### config.mk
export PLATFORM = sky130hd
export DESIGN_NAME = sda_line_conditioner
export DESIGN_NICKNAME = d
export VERILOG_FILES = /design/src/rtl/sda_cond_pkg.sv /design/src/rtl/sda_delay_ctrl.sv /design/src/rtl/sda_delay_path.sv /design/src/rtl/sda_glitch_filter.sv /design/src/rtl/sda_line_conditioner.sv
export SDC_FILE = /design/constraint.sdc
export NUM_CORES = 1
export LEC_CHECK = 0
export CAP_MARGIN = 40
export CORE_AREA = 8 8 45 47
export CTS_BUF_LIST = sky130_fd_sc_hd__clkbuf_16
export DETAILED_ROUTE_END_ITERATION = 10
export DIE_AREA = 0 0 53 55
export PLACE_DENSITY_LB_ADDON = 0.2
export SYNTH_ARGS = -nofsm -noshare
export SYNTH_HDL_FRONTEND = slang
export SYNTH_SLANG_ARGS = --single-unit
### constraint.sdc
create_clock -name clk -period 1.4 [get_ports clk]
set_input_delay 0.21 -clock clk [delete_from_list [all_inputs] [get_ports clk]]
set_output_delay 0.21 -clock clk [all_outputs]
set_load 0.01 [all_outputs]
### src/rtl/sda_cond_pkg.sv
package sda_cond_pkg;

  // Strobes from the delay control to the drive-level datapath
  typedef struct packed {
    logic bypass;   // delay code is zero: pass the request straight through
    logic restart;  // request differs from the last captured level
    logic commit;   // delay expired: copy the captured level to the pad
  } sdaStrobe_t;

endpackage

### src/rtl/sda_delay_ctrl.sv
module sda_delay_ctrl
  import sda_cond_pkg::*;
#(
  parameter int STEP   = 5,
  parameter int CODE_W = 2
) (
  input  logic              clk,
  input  logic              rst_n,
  input  logic [CODE_W-1:0] code,
  input  logic              reqChanged,
  output sdaStrobe_t        strobe
);

  localparam int MAX_DLY = ((1 << CODE_W) - 1) * STEP;
  localparam int CNT_W   = $clog2(MAX_DLY + 1);

  logic [CNT_W-1:0] cnt;
  logic [CNT_W-1:0] loadVal;

  // The edge that loads the counter is the first of the delay edges.
  always_comb begin
    loadVal = CNT_W'(int'(code) * STEP - 1);
  end

  always_comb begin
    strobe.bypass  = (code == '0);
    strobe.restart = !strobe.bypass && reqChanged;
    strobe.commit  = !strobe.bypass && !reqChanged && (cnt == CNT_W'(1));
  end

  always_ff @(posedge clk or negedge rst_n) begin
    if (!rst_n) begin
      cnt <= '0;
    end else if (strobe.bypass) begin
      cnt <= '0;
    end else if (strobe.restart) begin
      cnt <= loadVal;
    end else if (cnt != '0) begin
      cnt <= cnt - CNT_W'(1);
    end
  end

endmodule

### src/rtl/sda_delay_path.sv
module sda_delay_path
  import sda_cond_pkg::*;
(
  input  logic       clk,
  input  logic       rst_n,
  input  logic       sdaReq,
  input  sdaStrobe_t strobe,
  output logic       reqChanged,
  output logic       sdaPadOut
);

  logic reqQ;   // last captured request level
  logic held;   // level currently driven when the delay is active

  always_ff @(posedge clk or negedge rst_n) begin
    if (!rst_n) begin
      reqQ <= 1'b1;
      held <= 1'b1;
    end else begin
      if (strobe.bypass || strobe.restart) reqQ <= sdaReq;
      if (strobe.bypass)                   held <= sdaReq;
      else if (strobe.commit)              held <= reqQ;
    end
  end

  assign reqChanged = (sdaReq != reqQ);
  assign sdaPadOut  = strobe.bypass ? sdaReq : held;

endmodule

### src/rtl/sda_glitch_filter.sv
module sda_glitch_filter #(
  parameter int FILT_LEN = 3
) (
  input  logic clk,
  input  logic rst_n,
  input  logic enable,
  input  logic sdaPadIn,
  output logic sdaIn
);

  logic [FILT_LEN-2:0] smp;
  logic [FILT_LEN-1:0] window;
  logic                filt;

  // Current sample joined with the previous FILT_LEN-1 samples
  assign window = {smp, sdaPadIn};

  always_ff @(posedge clk or negedge rst_n) begin
    if (!rst_n) begin
      smp  <= '1;
      filt <= 1'b1;
    end else begin
      smp <= window[FILT_LEN-2:0];
      if (&window)       filt <= 1'b1;
      else if (~|window) filt <= 1'b0;
    end
  end

  assign sdaIn = enable ? filt : sdaPadIn;

endmodule

### src/rtl/sda_line_conditioner.sv
module sda_line_conditioner
  import sda_cond_pkg::*;
#(
  parameter int STEP     = 5,
  parameter int CODE_W   = 2,
  parameter int FILT_LEN = 3
) (
  input  logic          clk,
  input  logic          rst_n,
  input  logic [CODE_W:0] lineCtrl,
  input  logic          sdaReq,
  input  logic          sdaPadIn,
  output logic          sdaPadOut,
  output logic          sdaIn
);

  localparam int FILT_BIT = CODE_W;

  sdaStrobe_t strobe;
  logic       reqChanged;

  sda_delay_ctrl #(.STEP(STEP), .CODE_W(CODE_W)) u_ctrl (
    .clk        (clk),
    .rst_n      (rst_n),
    .code       (lineCtrl[CODE_W-1:0]),
    .reqChanged (reqChanged),
    .strobe     (strobe)
  );

  sda_delay_path u_path (
    .clk        (clk),
    .rst_n      (rst_n),
    .sdaReq     (sdaReq),
    .strobe     (strobe),
    .reqChanged (reqChanged),
    .sdaPadOut  (sdaPadOut)
  );

  sda_glitch_filter #(.FILT_LEN(FILT_LEN)) u_filt (
    .clk      (clk),
    .rst_n    (rst_n),
    .enable   (lineCtrl[FILT_BIT]),
    .sdaPadIn (sdaPadIn),
    .sdaIn    (sdaIn)
  );

endmodule

**Word level (Yosys, flattened, before mapping)**

Index checks and enable logic that the tools add are counted.

- Bits in registers: 9
- Word-level logic and storage cells: 32

- $add $sub $neg: 2
- Multipliers: 1
- Equal/unequal tests: 3
- Multiplexer cells: 9
- Reduce and logical (&&, ||, !) cells: 12

Operators with widths:

| kind | count |
|---|---|
| two-way mux 4 bit | 3 |
| two-way mux 1 bit | 6 |
| == test 4 x 1 -> 1 bit (second input constant) | 1 |
| multiplier 2 x 3 -> 4 bit (second input constant) | 1 |
| nonzero test 4 bit | 1 |
| subtractor 4 x 1 -> 4 bit (second input constant) | 1 |
| subtractor 4 x 2 -> 4 bit (second input constant) | 1 |
| logical AND 1 bit | 3 |
| AND reduction 3 bit | 1 |
| nonzero test 3 bit | 1 |
| OR reduction 3 bit | 1 |
| logical NOT 1 bit | 2 |
| logical NOT 2 bit | 1 |
| inequality test 2 x 1 -> 1 bit (second input constant) | 1 |
| nonzero test 2 bit | 1 |
| logical OR 1 bit | 1 |
| inequality test 1 bit | 1 |

**Depth between registers and ports, before layout**

Gate-level depths: netlist of run 1.

- Word-level depth: 6
- Mapped depth: 5

**By module**

A second synthesis of run 1 with hierarchy kept.

- Cells, all modules: 50
- Area, all modules: 564.3 µm²

By module, submodules not included:

| module | instances | cells each | area an instance (µm²) | seq. area each (µm²) |
|---|---|---|---|---|
| sda_delay_ctrl | 1 | 32 | 347.8 | 100.1 |
| sda_glitch_filter | 1 | 8 | 112.6 | 78.8 |
| sda_delay_path | 1 | 10 | 103.8 | 52.6 |

**Worst setup path before layout of run 1**

Ideal clock, no wire load.

- Path kind: register to register
- Start point: register u_ctrl.cnt[0]
- End point: register u_ctrl.cnt[1]
- Library setup time: 128 ps
- Data arrival time: 1,209 ps
- Required time: 1,272 ps
- Path slack: 62 ps
- Cell stages (with the launch flop): 6
- Path buffers: 0
- Period minus slack after synthesis: 1,338 ps
- Cells stage by stage: dfrtp_1 > inv_1 > ha_1 > or4b_1 > o211ai_1 > a21oi_1

- Cells in the longest elaborated chain, start to end: 4
- Elaborated cells between the ends (all ways): 6
- Classes of those cells: add/sub: 1; mux: 3; reduce/logical: 2

RTL lines:

| what | RTL line | RTL |
|---|---|---|
| start, declared | sda_delay_ctrl.sv:17 | `logic [CNT_W-1:0] cnt;` |
| start signal, assigned | sda_delay_ctrl.sv:37 | `cnt <= loadVal;` |
| start signal, assigned | sda_delay_ctrl.sv:39 | `cnt <= cnt - CNT_W'(1);` |
| subtractor 4 x 1 -> 4 bit | sda_delay_ctrl.sv:39 |  |
| two-way mux 4 bit | sda_delay_ctrl.sv:38 | `end else if (cnt != '0) begin` |
| two-way mux 4 bit | sda_delay_ctrl.sv:36 | `end else if (strobe.restart) begin` |
| two-way mux 4 bit | sda_delay_ctrl.sv:34 | `end else if (strobe.bypass) begin` |

Parallel ways exist; a longest one is shown, timed or not. The select of a mux whose other input is x is not followed.
A chain may end at the register's enable or synchronous reset.

**Worst setup path after layout of run 1**

Ends and elaborated chain as after synthesis.

==> impl_metrics.json, run 1 <==
{
  "synth_top_area_share_pct": 24.2,
  "dieWidth_um": 53,
  "grt_max_degree": 10,
  "hold_path_end": "u_path.reqQ",
  "finalInstanceArea_sq_um": 842,
  "hp-class": "in2reg",
  "slew_headroom_pct": 72.9,
  "fin_cells": 91,
  "synth_area_sq_um": 542,
  "ys_seq_area_share_pct": 42.7,
  "drt-total-wl_um": 1150,
  "crit_path_max_fanout": 3,
  "peakVddDrop_mv": 0.743,
  "drive_gt1_share_pct": 49.3,
  "cts.sinks": 9,
  "swShare_pct": 26.9,
  "antenna_found_initial": 0,
  "rows": 14,
  "switching_power_mw": 0.336,
  "synth_cell_type_count": 24,
  "clk_pin_slew_ns": 0.04,
  "internal_power_mw": 0.914,
  "die_area_sq_mm": 0.00292,
  "hp-start": "sdaReq",
  "antennaDiodeCount": 0,
  "path_class": "reg2reg",
  "power_leakage_nw": 0.383,
  "endpoint_kind": "register",
  "wl_met2_um": 553,
  "hold_viol": 0,
  "pwr-share-clk_pct": 40.8,
  "post-cts-setup-buffer-count": 0,
  "syn_to_final_growth_pct": 55.4,
  "vias_per_cell": 4.97,
  "chipHeight_um": 55,
  "r2r-start": "u_ctrl.cnt[0]",
  "dr.pass1.iters": 5,
  "grt_first_pass_wirelength_um": 2080,
  "gp_congestion": 0.789,
  "cts.root.buffer_cell": "clkbuf_16",
  "yosysTopAreaCell": "dfstp_2",
  "first_iter_violations": 12,
  "syn_inst": 51,
  "insertion_delay_ns": 0.24,
  "outcome": "completed",
  "grt_pass1_vias": 491,
  "fmax_ghz": 0.744,
  "final_max_slew_viol_count": 0,
  "numCtsBuffers": 3,
  "clock_path_buffers": 2,
  "power_frac_comb_pct": 29.6,
  "ant_nets": 0,
  "crit_arrival_ns": 1.46,
  "worstMarginPinSlew_ns": 0.404,
  "hpwl_um": 892,
  "grtUsageTotal_pct": 10.0,
  "min_path_cells": 1,
  "fin_crit_sh_pct": 96.0,
  "initial_utilization_pct": 39.2,
  "power_frac_seq_pct": 29.6,
  "ys_top_cells_by_area": "dfstp_2, dfrtp_1, ha_1, inv_1, mux2_2",
  "yosys_warnings": 0,
  "fin_nets": 88,
  "cp-start-kind": "register",
  "ff2ff_path_depth": 5,
  "cap_violations": 0,
  "syn-num-nets": 63,
  "top_layer": "met4",
  "ctsHtreeMaxLevel": 1,
  "most-common-layout-cells": "buf_4, dfstp_2, inv_2, nand2_1, dfrtp_1",
  "ys_ff_latch": 9,
  "clock_skew_ns": 0.00444,
  "reg2reg_setup_slack_ns": 0.06,
  "crit_required_ns": 1.51,
  "placed_area_sq_um": 729,
  "min_period_ns": 1.34,
  "core_area_sq_mm": 0.00138,
  "drcViolationCount": 0,
  "wl_met3_um": 77,
  "cts_tree": "yes",
  "setup_tns_ns": 0,
  "avgSynthCellArea_sq_um": 10.6,
  "drt-met1-wl_um": 492,
  "port_buffers": 8,
  "finalPower_mw": 1.25,
  "io_pins": 9,
  "r2r-end": "u_ctrl.cnt[1]",
  "power_density_mw_per_mm2": 1490,
  "wl_per_cell_um": 12.6,
  "whs_ns": 0.214,
  "layout_commonest_cell": "buf_4",
  "vias": 452,
  "gr-total-overflow": 0,
  "setup_viol": 0,
  "placed_cells": 87
}
cells by family after synthesis:
kind of cell | share of synthesized area [%]
simple gates | 16.6
flops | 42.7
xor+xnor | 6.24
mux | 4.16
compound gates | 12.0
buf+inv | 6.70
fa+ha+maj | 11.5
layout make-up:
| type | instances | area (sq um) |
|---|---|---|
| Fill cell | 122 | 542 |
| Clock buffer | 3 | 75.1 |
| Sequential cell | 9 | 231 |
| Multi-Input combinational cell | 34 | 317 |
| Timing Repair Buffer | 21 | 168 |
| Clock inverter | 1 | 5.00 |
| Tap cell | 16 | 20.0 |
| Inverter | 7 | 26.3 |
Yosys cell counts:
| cell type | number |
|---|---|
| nand4_1 | 1 |
| o211ai_1 | 2 |
| nor3_1 | 2 |
| nor2_1 | 1 |
| ha_1 | 5 |
| and2b_2 | 1 |
| dfstp_2 | 5 |
| inv_1 | 7 |
| or4b_1 | 1 |
| xnor2_2 | 1 |
| dfrtp_1 | 4 |
| or2_2 | 1 |
| mux2_2 | 2 |
| a31o_2 | 1 |
| xnor2_1 | 2 |
| a211oi_1 | 1 |
| o21ai_0 | 3 |
| o32ai_1 | 1 |
| or3b_1 | 1 |
| nor4b_1 | 1 |
| nand2_1 | 4 |
| a21oi_1 | 2 |
| nor3b_2 | 1 |
| dlygate4sd3_1 | 1 |
per-stage QoR:
| stage | worst slack [ns] | utilization (%) |
|---|---|---|
| floorplan | 0.0623 | - |
| global placement | -0.498 | 52.7 |
| detailed placement | -0.524 | 52.7 |
| CTS | 0.00956 | 58.5 |
| global route | -0.00322 | 60.8 |
| finish | 0.0560 | 60.8 |
worst max-delay path by stage:
| stage | from | cells past startpoint | end | slack, ns |
|---|---|---|---|---|
| final | u_ctrl.cnt[0] | 5 | u_ctrl.cnt[1] | 0.06 |
| after global routing | u_ctrl.cnt[0] | 5 | u_ctrl.cnt[1] | -0.003 |
| after CTS | u_ctrl.cnt[1] | 5 | u_ctrl.cnt[0] | 0.01 |
| after detailed placement | lineCtrl[0] | 7 | sdaPadOut | -0.52 |
| after global placement | lineCtrl[0] | 7 | sdaPadOut | -0.50 |
| after floorplan | u_ctrl.cnt[0] | 5 | u_ctrl.cnt[1] | 0.06 |
state kept, by name, indices dropped and copies added, names as in the netlist:
register     count
u_ctrl.cnt       4
u_filt.filt      1
u_filt.smp       2
u_path.held      1
u_path.reqQ      1
routing by layer:
| metal | track usage, % | up-vias |
|---|---|---|
| li1 | - | 225 |
| met1 | 9.53 | 212 |
| met2 | 16.8 | 13 |
| met3 | 5.35 | 2 |
| met4 | 6.47 | 0 |
| met5 | 0 | - |
repair_timing:
item,CTS,global route
hold buffers,0,0
endpoints found under the setup margin,3,4
hold endpoints to repair,0,0
resized for setup,14,7
pin swaps,1,2
worst max-delay path, cell delays in order (launching register included):
cell and delay [ns]:
dfrtp_1 0.39, inv_2 0.08, ha_4 0.14, or4b_1 0.43
o211ai_1 0.10, a21oi_1 0.08
power groups by stage:
stage / registers (mW) / clock network (mW) / logic (mW)
2_1_floorplan: 0.359 / 0 / 0.186
3_3_place_gp: 0.362 / 0 / 0.336
3_5_place_dp: 0.364 / 0 / 0.338
4_1_cts: 0.361 / 0.515 / 0.335
5_1_grt: 0.376 / 0.529 / 0.420
6_report: 0.370 / 0.511 / 0.370
(Power assumes the default switching activity.)
==> run 2, diff against run 1 <==
HOLD_SLACK_MARGIN = 0.1   (was default)
PLACE_DENSITY_LB_ADDON = 0.05   (was 0.2)
==> impl_metrics.json, run 2 (synthesis results as in run 1) <==
{
  "grt_max_degree": 10,
  "antennaDiodeCount": 0,
  "worstMarginPinSlew_ns": 0.414,
  "dr.pass1.iters": 4,
  "wl_per_cell_um": 12.9,
  "grtUsageTotal_pct": 9.69,
  "dp_slack_ns": -0.535,
  "drcViolationCount": 0,
  "gr-total-overflow": 0,
  "cts_tree": "yes",
  "whs_ns": 0.280,
  "first_iter_violations": 3,
  "hold_viol": 0,
  "most-common-layout-cells": "buf_4, dfstp_2",
  "ant_nets": 0,
  "clock_path_buffers": 2,
  "crit_path_max_fanout": 5,
  "final_max_slew_viol_count": 0,
  "vias": 451,
  "insertion_delay_ns": 0.23,
  "port_buffers": 8,
  "min_period_ns": 1.37,
  "slew_headroom_pct": 72.3,
  "outcome": "completed",
  "initial_utilization_pct": 39.2,
  "numCtsBuffers": 3,
  "hp-class": "in2async",
  "core_area_sq_mm": 0.00138,
  "crit_required_ns": 1.53,
  "syn_to_final_growth_pct": 55.4,
  "clk_pin_slew_ns": 0.04,
  "ctsHoldBuffers": 0,
  "cap_violations": 0,
  "largest_reg_flops": 4,
  "die_area_sq_mm": 0.00292,
  "path_class": "reg2reg",
  "antenna_found_initial": 0,
  "dieWidth_um": 53,
  "io_pins": 9,
  "fin_nets": 90,
  "chipHeight_um": 55,
  "gp_congestion": 0.715,
  "vias_per_cell": 4.85,
  "crit_arrival_ns": 1.51,
  "power_density_mw_per_mm2": 1460,
  "post-cts-setup-buffer-count": 0,
  "drive_gt1_share_pct": 50.6,
  "endpoint_kind": "register",
  "hpwl_um": 884,
  "layout_commonest_cell": "buf_4",
  "cp-start-kind": "register",
  "ctsHtreeMaxLevel": 1,
  "power_leakage_nw": 0.386,
  "fin_util_pct": 60.8,
  "peakVddDrop_mv": 0.770,
  "reg.largest.list": "u_ctrl.cnt (4), u_filt.smp (2)",
  "finalWorstSetupSlack_ns": 0.0282,
  "largest-register": "u_ctrl.cnt",
  "grt_first_pass_wirelength_um": 2040,
  "grt_pass1_vias": 468,
  "cts.sinks": 9,
  "setup_viol": 0,
  "fmax_ghz": 0.729,
  "clock_skew_ns": 0.00106,
  "fin_crit_sh_pct": 98.0,
  "rows": 14,
  "cts.root.buffer_cell": "clkbuf_16",
  "drt-total-wl_um": 1200
}
run 2: cell types whose count changed in the layout (fill, tap and decap cells not counted):
cell and delta:
dlymetal6s2s_1 -1, clkinv_2 -1, xnor2_4 -1, nor3b_4 -1
dlygate4sd2_1 +1, nor3b_2 +1, o32ai_2 +1, inv_1 +1
buf_4 +2, xnor2_2 +1, o32ai_1 -1
run 2: power by group:
group	internal, mW	switching (mW)
combinational	0.216	0.159
sequential	0.317	0.0411
clock	0.373	0.124
run 2: area by class of cell:
type                            count  area (sq um)
Clock buffer                        3          75.1
Clock inverter                      1          3.75
Fill cell                         120           542
Inverter                            7          26.3
Multi-Input combinational cell     34           307
Sequential cell                     9           231
Tap cell                           16          20.0
Timing Repair Buffer               23           179
run 2: layer usage:
layer / up-vias / wire, um / track usage [%]
met2: 9 / 540 / 14.5
li1: 228 / - / -
met5: - / 0 / 0
met1: 210 / 568 / 11.2
met3: 4 / 60 / 2.41
met4: 0 / 34 / 9.05
run 2: path summary, 6_finish.rpt:
path | startpoint | endpoint | slack [ns] | cells past startpoint
setup reg to reg | u_path.reqQ | u_ctrl.cnt[3] | 0.03 | 3
min in group clk | sdaReq | u_path.reqQ | 0.30 | 1
max in group asynchronous | rst_n | u_filt.smp[1] | 0.80 | 1
hold reg to reg | u_filt.smp[0] | u_filt.smp[1] | 0.36 | 0
setup / recovery | u_path.reqQ | u_ctrl.cnt[3] | 0.03 | 3
hold / removal | rst_n | u_ctrl.cnt[1] | 0.28 | 1
run 2: metrics by stage:
stage | cell area [sq um] | TNS, ns | instances | total power [mW]
after global routing | 842 | -0.00604 | 93 | 1.31
after CTS | 822 | 0 | 93 | 1.20
after detailed placement | 744 | -1.72 | 89 | 0.705
after floorplan | 542 | 0 | 51 | 0.545
after global placement | 744 | -1.69 | 89 | 0.707
final | 842 | 0 | 93 | 1.23
run 2: repair_timing:
action,4_1_cts,5_1_grt
gates resized for setup,15,5
cloned,0,0
endpoints found under the setup margin,3,4
pin swaps,2,1
run 2: worst max-delay path, cell delays in order (launching register included):
cell     delay [ns]
dfstp_2        0.56
xnor2_2        0.17
or3b_1         0.43
o32ai_2        0.12
==> run 3, diff against run 2 <==
CAP_MARGIN = default   (was 40)
==> results of run 3 <==
No change in the layout: final DEF, timing and power equal those of run 2.
